--- src/rtl/mc_seq_ctrl_pkg.sv ---
package mc_seq_ctrl_pkg;

    localparam int OPC_W   = 6;
    localparam int STATE_W = 4;

    localparam logic [OPC_W-1:0] OPC_ALU   = 6'h00;
    localparam logic [OPC_W-1:0] OPC_LOAD  = 6'h23;
    localparam logic [OPC_W-1:0] OPC_STORE = 6'h2B;
    localparam logic [OPC_W-1:0] OPC_BEQ   = 6'h04;
    localparam logic [OPC_W-1:0] OPC_JUMP  = 6'h02;

    typedef enum logic [STATE_W-1:0] {
        ST_FETCH   = 4'd0,
        ST_DECODE  = 4'd1,
        ST_ADDR    = 4'd2,
        ST_LD_MEM  = 4'd3,
        ST_LD_WB   = 4'd4,
        ST_ST_MEM  = 4'd5,
        ST_EXEC    = 4'd6,
        ST_ALU_WB  = 4'd7,
        ST_BRANCH  = 4'd8,
        ST_JUMP    = 4'd9,
        ST_BAD_OP  = 4'd10,
        ST_OVF     = 4'd11
    } seq_state_e;

    typedef enum logic [1:0] {
        B_REG    = 2'b00,
        B_FOUR   = 2'b01,
        B_IMM    = 2'b10,
        B_IMM_SH = 2'b11
    } b_src_e;

    typedef enum logic [1:0] {
        AM_ADD   = 2'b00,
        AM_SUB   = 2'b01,
        AM_FUNCT = 2'b10,
        AM_RSVD  = 2'b11
    } alu_mode_e;

    typedef enum logic [1:0] {
        PS_ALU    = 2'b00,
        PS_ALUOUT = 2'b01,
        PS_JUMP   = 2'b10,
        PS_VECTOR = 2'b11
    } pc_src_e;

    typedef struct packed {
        logic      pc_load;
        logic      pc_cond;
        logic      data_addr;
        logic      mem_rd;
        logic      mem_wr;
        logic      ir_load;
        logic      wb_mem;
        logic      dst_rd;
        logic      rf_we;
        logic      a_from_reg;
        b_src_e    b_sel;
        alu_mode_e alu_mode;
        pc_src_e   pc_sel;
        logic      cause_code;
        logic      cause_we;
        logic      epc_we;
    } ctrl_word_t;

    function automatic logic opc_supported(logic [OPC_W-1:0] op);
        return (op == OPC_ALU) || (op == OPC_LOAD) || (op == OPC_STORE) ||
               (op == OPC_BEQ) || (op == OPC_JUMP);
    endfunction

endpackage

--- src/rtl/mc_seq_next.sv ---
module mc_seq_next
    import mc_seq_ctrl_pkg::*;
(
    input  logic             clk,
    input  logic             rst,
    input  logic [OPC_W-1:0] opcode,
    input  logic             alu_ovf,
    output seq_state_e       state
);

    seq_state_e nxt;

    always_comb begin
        nxt = ST_FETCH;
        unique case (state)
            ST_FETCH:  nxt = ST_DECODE;
            ST_DECODE: begin
                if (opcode == OPC_ALU)                               nxt = ST_EXEC;
                else if (opcode == OPC_LOAD || opcode == OPC_STORE)  nxt = ST_ADDR;
                else if (opcode == OPC_BEQ)                          nxt = ST_BRANCH;
                else if (opcode == OPC_JUMP)                         nxt = ST_JUMP;
                else                                                 nxt = ST_BAD_OP;
            end
            ST_ADDR:   nxt = (opcode == OPC_LOAD) ? ST_LD_MEM : ST_ST_MEM;
            ST_LD_MEM: nxt = ST_LD_WB;
            ST_EXEC:   nxt = alu_ovf ? ST_OVF : ST_ALU_WB;
            default:   nxt = ST_FETCH;
        endcase
    end

    always_ff @(posedge clk) begin
        if (rst) state <= ST_FETCH;
        else     state <= nxt;
    end

    // fetch is always followed by decode
    a_r2_fetch_then_decode: assert property (@(posedge clk) disable iff (rst)
        (state == ST_FETCH) |=> (state == ST_DECODE));

    // unsupported opcode in decode enters the undefined-opcode state
    a_r9_bad_opcode: assert property (@(posedge clk) disable iff (rst)
        (state == ST_DECODE && !opc_supported(opcode)) |=> (state == ST_BAD_OP));

    // overflow in execute skips writeback
    a_r10_ovf_divert: assert property (@(posedge clk) disable iff (rst)
        (state == ST_EXEC && alu_ovf) |=> (state == ST_OVF));

    // load memory read is followed by load writeback
    a_r4_load_order: assert property (@(posedge clk) disable iff (rst)
        (state == ST_LD_MEM) |=> (state == ST_LD_WB));

endmodule

--- src/rtl/mc_seq_out.sv ---
module mc_seq_out
    import mc_seq_ctrl_pkg::*;
(
    input  seq_state_e state,
    output ctrl_word_t cw
);

    always_comb begin
        cw = '0;
        unique case (state)
            ST_FETCH: begin
                cw.mem_rd   = 1'b1;
                cw.ir_load  = 1'b1;
                cw.pc_load  = 1'b1;
                cw.b_sel    = B_FOUR;
                cw.alu_mode = AM_ADD;
                cw.pc_sel   = PS_ALU;
            end
            ST_DECODE: begin
                cw.b_sel    = B_IMM_SH;
                cw.alu_mode = AM_ADD;
            end
            ST_ADDR: begin
                cw.a_from_reg = 1'b1;
                cw.b_sel      = B_IMM;
                cw.alu_mode   = AM_ADD;
            end
            ST_LD_MEM: begin
                cw.mem_rd    = 1'b1;
                cw.data_addr = 1'b1;
            end
            ST_LD_WB: begin
                cw.rf_we  = 1'b1;
                cw.wb_mem = 1'b1;
            end
            ST_ST_MEM: begin
                cw.mem_wr    = 1'b1;
                cw.data_addr = 1'b1;
            end
            ST_EXEC: begin
                cw.a_from_reg = 1'b1;
                cw.b_sel      = B_REG;
                cw.alu_mode   = AM_FUNCT;
            end
            ST_ALU_WB: begin
                cw.rf_we  = 1'b1;
                cw.dst_rd = 1'b1;
            end
            ST_BRANCH: begin
                cw.a_from_reg = 1'b1;
                cw.b_sel      = B_REG;
                cw.alu_mode   = AM_SUB;
                cw.pc_cond    = 1'b1;
                cw.pc_sel     = PS_ALUOUT;
            end
            ST_JUMP: begin
                cw.pc_load = 1'b1;
                cw.pc_sel  = PS_JUMP;
            end
            ST_BAD_OP, ST_OVF: begin
                cw.pc_load    = 1'b1;
                cw.cause_we   = 1'b1;
                cw.epc_we     = 1'b1;
                cw.cause_code = (state == ST_OVF);
                cw.b_sel      = B_FOUR;
                cw.alu_mode   = AM_SUB;
                cw.pc_sel     = PS_VECTOR;
            end
            default: cw = '0;
        endcase
    end

endmodule

--- src/rtl/mc_seq_ctrl.sv ---
module mc_seq_ctrl
    import mc_seq_ctrl_pkg::*;
(
    input  logic             clk,
    input  logic             rst,
    input  logic [OPC_W-1:0] opcode,
    input  logic             alu_ovf,
    output logic             pc_load,
    output logic             pc_cond,
    output logic             data_addr,
    output logic             mem_rd,
    output logic             mem_wr,
    output logic             ir_load,
    output logic             wb_mem,
    output logic             dst_rd,
    output logic             rf_we,
    output logic             a_from_reg,
    output logic [1:0]       b_sel,
    output logic [1:0]       alu_mode,
    output logic [1:0]       pc_sel,
    output logic             cause_code,
    output logic             cause_we,
    output logic             epc_we
);

    seq_state_e state;
    ctrl_word_t cw;

    mc_seq_next u_next (
        .clk     (clk),
        .rst     (rst),
        .opcode  (opcode),
        .alu_ovf (alu_ovf),
        .state   (state)
    );

    mc_seq_out u_out (
        .state (state),
        .cw    (cw)
    );

    assign pc_load    = cw.pc_load;
    assign pc_cond    = cw.pc_cond;
    assign data_addr  = cw.data_addr;
    assign mem_rd     = cw.mem_rd;
    assign mem_wr     = cw.mem_wr;
    assign ir_load    = cw.ir_load;
    assign wb_mem     = cw.wb_mem;
    assign dst_rd     = cw.dst_rd;
    assign rf_we      = cw.rf_we;
    assign a_from_reg = cw.a_from_reg;
    assign b_sel      = cw.b_sel;
    assign alu_mode   = cw.alu_mode;
    assign pc_sel     = cw.pc_sel;
    assign cause_code = cw.cause_code;
    assign cause_we   = cw.cause_we;
    assign epc_we     = cw.epc_we;

    // first cycle after reset release shows the fetch word
    a_r1_reset_fetch: assert property (@(posedge clk) disable iff (rst)
        $fell(rst) |-> (ir_load && mem_rd && pc_load));

    // memory read and write are exclusive
    a_r12_mem_excl: assert property (@(posedge clk) disable iff (rst)
        !(mem_rd && mem_wr));

    // unconditional and conditional PC writes are exclusive
    a_r12_pc_excl: assert property (@(posedge clk) disable iff (rst)
        !(pc_load && pc_cond));

    // an exception cycle is followed by a fetch
    a_r9_exc_returns: assert property (@(posedge clk) disable iff (rst)
        cause_we |=> ir_load);

    // the overflow exception cycle never writes the register file
    a_r10_no_rf_on_exc: assert property (@(posedge clk) disable iff (rst)
        (cause_we && cause_code) |-> (!rf_we && $past(!rf_we)));

endmodule

--- config.mk ---
export PLATFORM = sky130hd
export DESIGN_NAME = mc_seq_ctrl
export DESIGN_NICKNAME = d
export VERILOG_FILES = /design/src/rtl/mc_seq_ctrl_pkg.sv /design/src/rtl/mc_seq_next.sv /design/src/rtl/mc_seq_out.sv /design/src/rtl/mc_seq_ctrl.sv
export SDC_FILE = /design/constraint.sdc
export NUM_CORES = 1
export LEC_CHECK = 0
export ABC_CLOCK_PERIOD_IN_PS = 1800
export BUFFER_PORTS_ARGS = -buffer_cell sky130_fd_sc_hd__buf_2
export CAP_MARGIN = 10
export CORE_AREA = 2 2 39 41
export CTS_BUF_LIST = sky130_fd_sc_hd__clkbuf_2
export DETAILED_ROUTE_END_ITERATION = 10
export DIE_AREA = 0 0 41 43
export GPL_ROUTABILITY_DRIVEN = 0
export HOLD_SLACK_MARGIN = 0.12
export PLACE_DENSITY = 0.68
export SLEW_MARGIN = 20
export SYNTH_ARGS = -nofsm -noshare
export SYNTH_HDL_FRONTEND = slang
export SYNTH_SLANG_ARGS = --single-unit
--- constraint.sdc ---
create_clock -name clk -period 1.8 [get_ports clk]
set_input_delay 0.27 -clock clk [delete_from_list [all_inputs] [get_ports clk]]
set_output_delay 0.27 -clock clk [all_outputs]
set_load 0.01 [all_outputs]
Word-level counts from Yosys, hierarchy flattened
Cells that the tools add are included.
{"block": "classes", "eq_ne": 15, "muxes": 20, "reduce_logical": 9}
{"op": "4-bit one-hot mux with 6 select lines", "count": 1}
{"op": "4-bit one-hot mux with 5 select lines", "count": 1}
{"op": "4-bit by 3-bit equality test with 1-bit output, second input constant", "count": 4}
{"op": "4-bit equality test, second input constant", "count": 4}
{"op": "4-bit 2-to-1 mux", "count": 4}
{"op": "6-bit equality test, second input constant", "count": 2}
{"op": "1-bit 2-to-1 mux", "count": 10}
{"op": "4-bit by 2-bit equality test with 1-bit output, second input constant", "count": 2}
{"op": "2-bit OR reduction", "count": 4}
{"op": "6-bit by 2-bit equality test with 1-bit output, second input constant", "count": 1}
{"op": "6-bit by 3-bit equality test with 1-bit output, second input constant", "count": 1}
{"op": "6-bit zero test", "count": 1}
{"op": "3-bit 2-to-1 mux", "count": 2}
{"op": "2-bit one-hot mux with 3 select lines", "count": 1}
{"op": "4-bit by 1-bit equality test with 1-bit output, second input constant", "count": 1}
{"op": "4-bit zero test", "count": 1}
{"op": "4-bit OR reduction", "count": 1}
{"op": "3-bit OR reduction", "count": 1}
{"op": "2-bit 2-to-1 mux", "count": 1}
{"op": "1-bit logical OR", "count": 1}
{"block": "totals", "reg_bits": 4, "inputBits": 9, "output_inout_bits": 19, "elab_cells": 45}

Depth between registers and ports, before layout
Gate-level depths: netlist (run 1).
{"block": "logic_depth", "depth_word": 6, "depth_mapped": 5}

Modules after synthesis
From an unflattened synthesis (run 1), not the netlist that was laid out.
{"block": "unflattened", "cells_unflattened": 63, "area_unflattened_um2": 479.2}
{"mod": "mc_seq_next", "instances": 1, "cells_each": 32, "area_per_inst_um2": 257.7, "seq_area_each_um2": 80.1}
{"mod": "mc_seq_out", "instances": 1, "cells_each": 31, "area_per_inst_um2": 221.5, "seq_area_each_um2": 0.0}

Worst setup path before layout (run 1)
OpenSTA, ideal clock, no wires.
{"block": "synth_timing", "kind": "reg2out", "from": "reg u_next.state[2]", "to": "out pc_load", "arrival_ps": 1233, "required_ps": 1530, "setup_slack_ps": 297, "path_stages_with_launch": 4, "n_path_buf": 1, "cell_sequence": "dfxtp_1 > buf_2 > nor4_1 > or2_2"}
{"block": "synth_via", "elab_chain_cells": 3}
{"element": "start: declaration", "line_no": "mc_seq_next.sv:8", "rtl": "output seq_state_e state"}
{"element": "start signal: assignment", "line_no": "mc_seq_next.sv:33", "rtl": "else state <= nxt;"}
{"element": "4-bit equality test or 4-bit zero test (tied branches)", "line_no": "mc_seq_out.sv:10", "rtl": "unique case (state)"}
{"element": "4-bit OR reduction (no line) *"}
{"element": "1-bit 2-to-1 mux *", "line_no": "mc_seq_out.sv:10"}
{"element": "end: declaration", "line_no": "mc_seq_ctrl.sv:8", "rtl": "output logic pc_load,"}
Mark *: on every way between the ends. The rest lies on a longest branch, timed or not.

Final worst setup path (run 1)
Ends and elaborated chain as after synthesis.

==> summary.txt, run 1 <==
status: completed
sequential area share after synthesis: 0.168
PD cells: 754 nW/um^2
# H-tree levels: 1
startpoint types: flip-flop
setup total negative slack: 0 ns
required time of the critical path: 1.53 ns
initial core utilization: 0.345
final WL: 1.12 mm
final non-filler cell total: 106
cts hold-fix bufs: 0
# IOs: 28
Final Skew: 0.00354 ns
hold violation count in the final report: 0
most common cell after layout, fill and taps aside: buf_2
worst-margin pin slew: 0.405 ns
GR Overflow Total: 0
top cell type's share of synthesized area: 0.168
largest registers: u_next.state: 4 flops
Die W: 41 um
leakage: 0.286 nW
drt first pass iters: 3
grt peak-use layer: met2
Post-Syn Nets: 72
total power: 480 uW
Slew Limit Headroom: 0.728
final antenna-violating net count: 0
FMAX: 0.615 GHz
PortBufs: 27
Mapped Cells: 63
maximum vdd ir drop: 411 uV
core region area: 1380 sq um
first-pass GRT wire length: 1.54 mm
clock sink count: 4
Tcrit/Tclk final: 0.903
Post-route DRC: 0
clock buffer depth: 2
GR Layer Usage met3: 0.0157
drt first-iter violations: 11
area grow syn2layout: 33.2%
Yosys warning count: 0
WS Path Type: reg -> out
Largest Register: u_next.state
cts bufs inserted: 3
worst skew pair latency: 0.22 ns
Pins Over Slew Limit: 0
pin count of the biggest net entering global routing: 19
max reg flops: 4
mapped cell area: 478 sq um
met2 usage: 0.203
CP endpoint kind: primary output
Async SR Flop Fraction: 0
Setup Viol. Count Final: 0
fin crit period: 1.63 ns
highest-count cells in the layout ignoring fill and taps: buf_2 (27), nor2_1 (9), nand2b_1 (4), a21oi_1 (4)
Final HPWL DP: 867 um
GRT Util Overall: 0.129
post-CTS setup buffers: 0
number of synthesized register bits: 4
drt via density: 5.18
DR WL/cell: 10.6 um
worst path arrival time: 1.36 ns
die area: 1760 sq um
nets: 101
Main synth FF type: dfxtp_1
DR vias: 549
Root Driver: clkbuf_2
Placed Cells: 103
main area contributors after synthesis: dfxtp_1 (17%), nor2_1 (7.1%), nand2b_1 (5.2%)
post-CTS sizing: 1
vias in the first global route: 408
post-route worst setup slack: 0.174 ns
Synth area leader: dfxtp_1
initial antenna violation count: 0
hold crit path type: in -> reg
Ant. Diodes: 0
Site Rows: 14
CTS tree: yes
dpl ws: 0.228 ns
EDFF count, synth: 0
Mean Syn Cell Area: 7.59 sq um
ratio of cells with drive above 1 in the final layout: 0.467
max_cap viols: 0
Worst-path clk slew: 0.04 ns
met1 Use GR: 0.147
worst-path fanout max: 10
RSZ-0062 raised after global routing: no
Netlist cell types: 32
die height: 43 um
[cell families (layout without fill, tap and decap cells)]
kind of cell              Yosys count  after routing  synth area share
AOI/OAI and AO/OA                  12             12             0.168
xor gates and xnor gates            4              4            0.0733
buffers and inverters               8             35            0.0942
DFF                                 4              4             0.168
muxes                               1              1            0.0236
and+or+nand+nor                    34             34             0.474
[critical path, cell delays in order (launching register included)]
cell	delay (ns)
dfxtp_1	0.34
buf_4	0.18
nor4_1	0.33
or2_2	0.17
buf_2	0.11
[where the power goes]
part	total, mW	switching, mW	internal [mW]
combinational	0.252	0.126	0.125
sequential	0.144	0.0401	0.104
clock	0.0844	0.0397	0.0447
total	0.480	0.206	0.274
[cells in the mapped netlist (all sizes together), types with 2 or more instances]
master	n
nor2	9
a211o	2
xor2	2
nor3	3
nand2	2
nor4b	2
a21oi	4
nor4	2
or2	2
a31oi	2
buf	5
xnor2	2
inv	2
dfxtp	4
nand2b	4
nor3b	3
[final timing paths]
path | from | to | slack [ns] | cells after the start
hold / removal | alu_ovf | u_next.state[3] | 0.30 | 3
setup reg to reg | u_next.state[2] | u_next.state[1] | 0.39 | 4
hold reg to reg | u_next.state[0] | u_next.state[0] | 0.62 | 1
setup / recovery | u_next.state[2] | pc_load | 0.17 | 4
[metrics by stage]
| stage | instance area (sq um) | hold WS [ns] | util |
|---|---|---|---|
| finish | 637 | 0.298 | 0.460 |
| global route | 637 | 0.326 | 0.460 |
| CTS | 634 | 0.303 | 0.458 |
| detailed placement | 618 | 0.538 | 0.447 |
| global placement | 618 | 0.535 | 0.447 |
| floorplan | 478 | 0.410 | - |
[final cells by class]
type	instances	area (sq um)
clock buffer	3	15.0
inverter	2	7.51
tap	16	20.0
sequential	4	83.8
multi-input combinational	51	353
fill	141	747
timing repair buffer	30	158
[routing by layer]
metal / up-vias / wire length (um)
met4: 0 / 29
met5: - / 0
li1: 286 / -
met1: 229 / 515
met2: 29 / 467
met3: 5 / 106
Power figures use the tool's default switching activity.
==> run 2: changes to the inputs <==
--- a/config.mk
+++ b/config.mk
@@ -5,7 +5,7 @@
 export SDC_FILE = /design/constraint.sdc
 export NUM_CORES = 1
 export LEC_CHECK = 0
-export ABC_CLOCK_PERIOD_IN_PS = 1800
+export ABC_CLOCK_PERIOD_IN_PS = 1950
 export BUFFER_PORTS_ARGS = -buffer_cell sky130_fd_sc_hd__buf_2
 export CAP_MARGIN = 10
 export CORE_AREA = 2 2 39 41
==> constraint.sdc (replaced) <==
create_clock -name clk -period 1.95 [get_ports clk]
set_input_delay 0.2925 -clock clk [delete_from_list [all_inputs] [get_ports clk]]
set_output_delay 0.2925 -clock clk [all_outputs]
set_load 0.01 [all_outputs]
==> run 2 against run 1 <==
Sequential share of layout area increased by 0.32 points. First-iteration DRC count decreased by 91%. Final cell count fell by 1.9%. Wire length fell by 7.3%. Total power decreased by 10%. Sequential power is 6% lower. Via count is 8.4% lower. Die area stayed put. Critical path depth did not move. Setup slack improved by 0.094 ns. Critical path type unchanged. Critical endpoint is now a_from_reg. Largest power group unchanged.
==> summary.txt, run 2 (same netlist as run 1, synthesis figures left out) <==
PD cells: 693 nW/um^2 (-8.0%)
leakage: 0.275 nW (-3.7%)
RSZ-0062 raised after global routing: no
initial antenna violation count: 0 (unchanged)
die area: 1760 sq um (unchanged)
total power: 431 uW (-10%)
die height: 43 um (unchanged)
post-CTS setup buffers: 0 (unchanged)
initial core utilization: 0.345 (unchanged)
Final HPWL DP: 796 um (-8.2%)
reg2reg path depth: 4 (unchanged)
first-pass GRT wire length: 1.40 mm (-9.0%)
area grow syn2layout: 30.1%
hold depth: 3 (unchanged)
worst path arrival time: 1.39 ns (+0.03 ns)
hold violation count in the final report: 0 (unchanged)
fin crit period: 1.68 ns
Final Skew: 0.00334 ns (-0.000201 ns)
ratio of cells with drive above 1 in the final layout: 0.455 (-0.0121)
Sw Share: 0.429 (about the same)
CP Depth: 4 (unchanged)
worst skew pair latency: 0.21 ns (about the same)
maximum vdd ir drop: 370 uV (-10%)
Clk pwr share: 0.177 (about the same)
clock buffer depth: 2 (unchanged)
Post-route DRC: 0 (unchanged)
Placed Cells: 101 (-1.9%)
drt via density: 4.84 (-6.6%)
Root Driver: clkbuf_2
Ant. Diodes: 0 (unchanged)
Tcrit/Tclk final: 0.863
nets: 99 (-2.0%)
cell internal pwr: 246 uW (-10%)
worst path cell trace: nand2b_1 > mux2_2 > nor2_1 > buf_2
largest registers: u_next.state: 4 flops
worst-margin pin slew: 0.349 ns (-0.0553 ns)
Largest Register: u_next.state
DR vias: 503 (-8.4%)
Die W: 41 um (unchanged)
drt first pass iters: 2 (-1)
max_cap viols: 0 (unchanged)
GR Overflow Total: 0 (unchanged)
Site Rows: 14 (unchanged)
CP max stage delay: 0.48 ns (+0.14 ns)
setup total negative slack: 0 ns (unchanged)
Net Sw Power: 185 uW (-10%)
required time of the critical path: 1.66 ns (+0.13 ns)
Worst Path Buf+Inv: 1 (-1)
Seq pwr share: 0.317 (+0.017)
DR WL/cell: 9.97 um (-5.5%)
clock sink count: 4 (unchanged)
cts hold-fix bufs: 0 (unchanged)
Slew Limit Headroom: 0.765 (+0.0372)
vias in the first global route: 368 (-9.8%)
CTS tree: yes
WS Path Type: reg -> out
highest-count cells in the layout ignoring fill and taps: buf_2 (27), nor2_1 (9), nand2b_1 (4), a21oi_1 (4)
max reg flops: 4 (unchanged)
# H-tree levels: 1 (unchanged)
Setup Viol. Count Final: 0 (unchanged)
most common cell after layout, fill and taps aside: buf_2
hold crit path type: in -> reg
GRT Util Overall: 0.114 (-0.0149)
Worst-path clk slew: 0.05 ns (about the same)
combinational share of power: 0.506 (-0.018)
Pins Over Slew Limit: 0 (unchanged)
final WL: 1.04 mm (-7.3%)
pin count of the biggest net entering global routing: 19 (unchanged)
core region area: 1380 sq um (unchanged)
drt first-iter violations: 1 (-10)
CP endpoint kind: primary output
slowest CP cell: dfxtp_2
worst-path fanout max: 13 (+3)
final antenna-violating net count: 0 (unchanged)
status: completed
WHS: 0.333 ns (+0.0348 ns)
crit-path leading delay family: flip-flops
FMAX: 0.594 GHz
final non-filler cell total: 104 (-1.9%)
startpoint types: flip-flop
PortBufs: 27 (unchanged)
# IOs: 28 (unchanged)
cts bufs inserted: 3 (unchanged)
-- run 2: cell count changes in the layout (fill, tap and decap cells not counted) --
| cell | change |
|---|---|
| buf_4 | -2 |
-- run 2: routing by layer --
layer  vias up  track usage  wire (um)
li1        280            -          -
met3         2       0.0314        120
met2        28        0.166        384
met5         -            0          0
met1       193        0.147        522
met4         0       0.0600          9
-- run 2: per-stage QoR --
stage	instance area (sq um)	util	worst slack (ns)
floorplan	478	-	0.424
global placement	603	0.436	0.331
detailed placement	603	0.436	0.293
CTS	618	0.447	0.0511
global route	622	0.449	0.129
finish	622	0.449	0.268
-- run 2: layout make-up --
class                           count  area (sq um)
Inverter                            2          7.51
Multi-Input combinational cell     51           353
Tap cell                           16          20.0
Clock buffer                        3          15.0
Fill cell                         145           762
Sequential cell                     4          83.8
Timing Repair Buffer               28           143
-- run 2: repair_timing --
item | in CTS | in global routing
endpoints found under the hold margin | 0 | 0
setup endpoints to repair | 0 | 2
resized for setup | 0 | 3
-- run 2: worst register-to-register path, stage by stage, from the launching register on --
cell and delay [ns]:
dfxtp_1 0.31, buf_4 0.18, nor4b_4 0.28, or4b_1 0.46, a31oi_1 0.16
-- run 2: worst paths after layout --
check / startpoint / end / slack, ns
worst max-delay path: u_next.state[3] / a_from_reg / 0.27
worst min-delay path: alu_ovf / u_next.state[3] / 0.33
worst max register to register: u_next.state[2] / u_next.state[1] / 0.49
worst min register to register: u_next.state[0] / u_next.state[0] / 0.59
-- run 2: power groups by stage --
| stage | logic, mW | registers, mW | clock network, mW |
|---|---|---|---|
| after global routing | 0.244 | 0.141 | 0.0903 |
| after CTS | 0.220 | 0.134 | 0.0798 |
| after floorplan | 0.182 | 0.105 | 0 |
| after global placement | 0.218 | 0.135 | 0 |
| after detailed placement | 0.219 | 0.136 | 0 |
| final | 0.218 | 0.136 | 0.0764 |
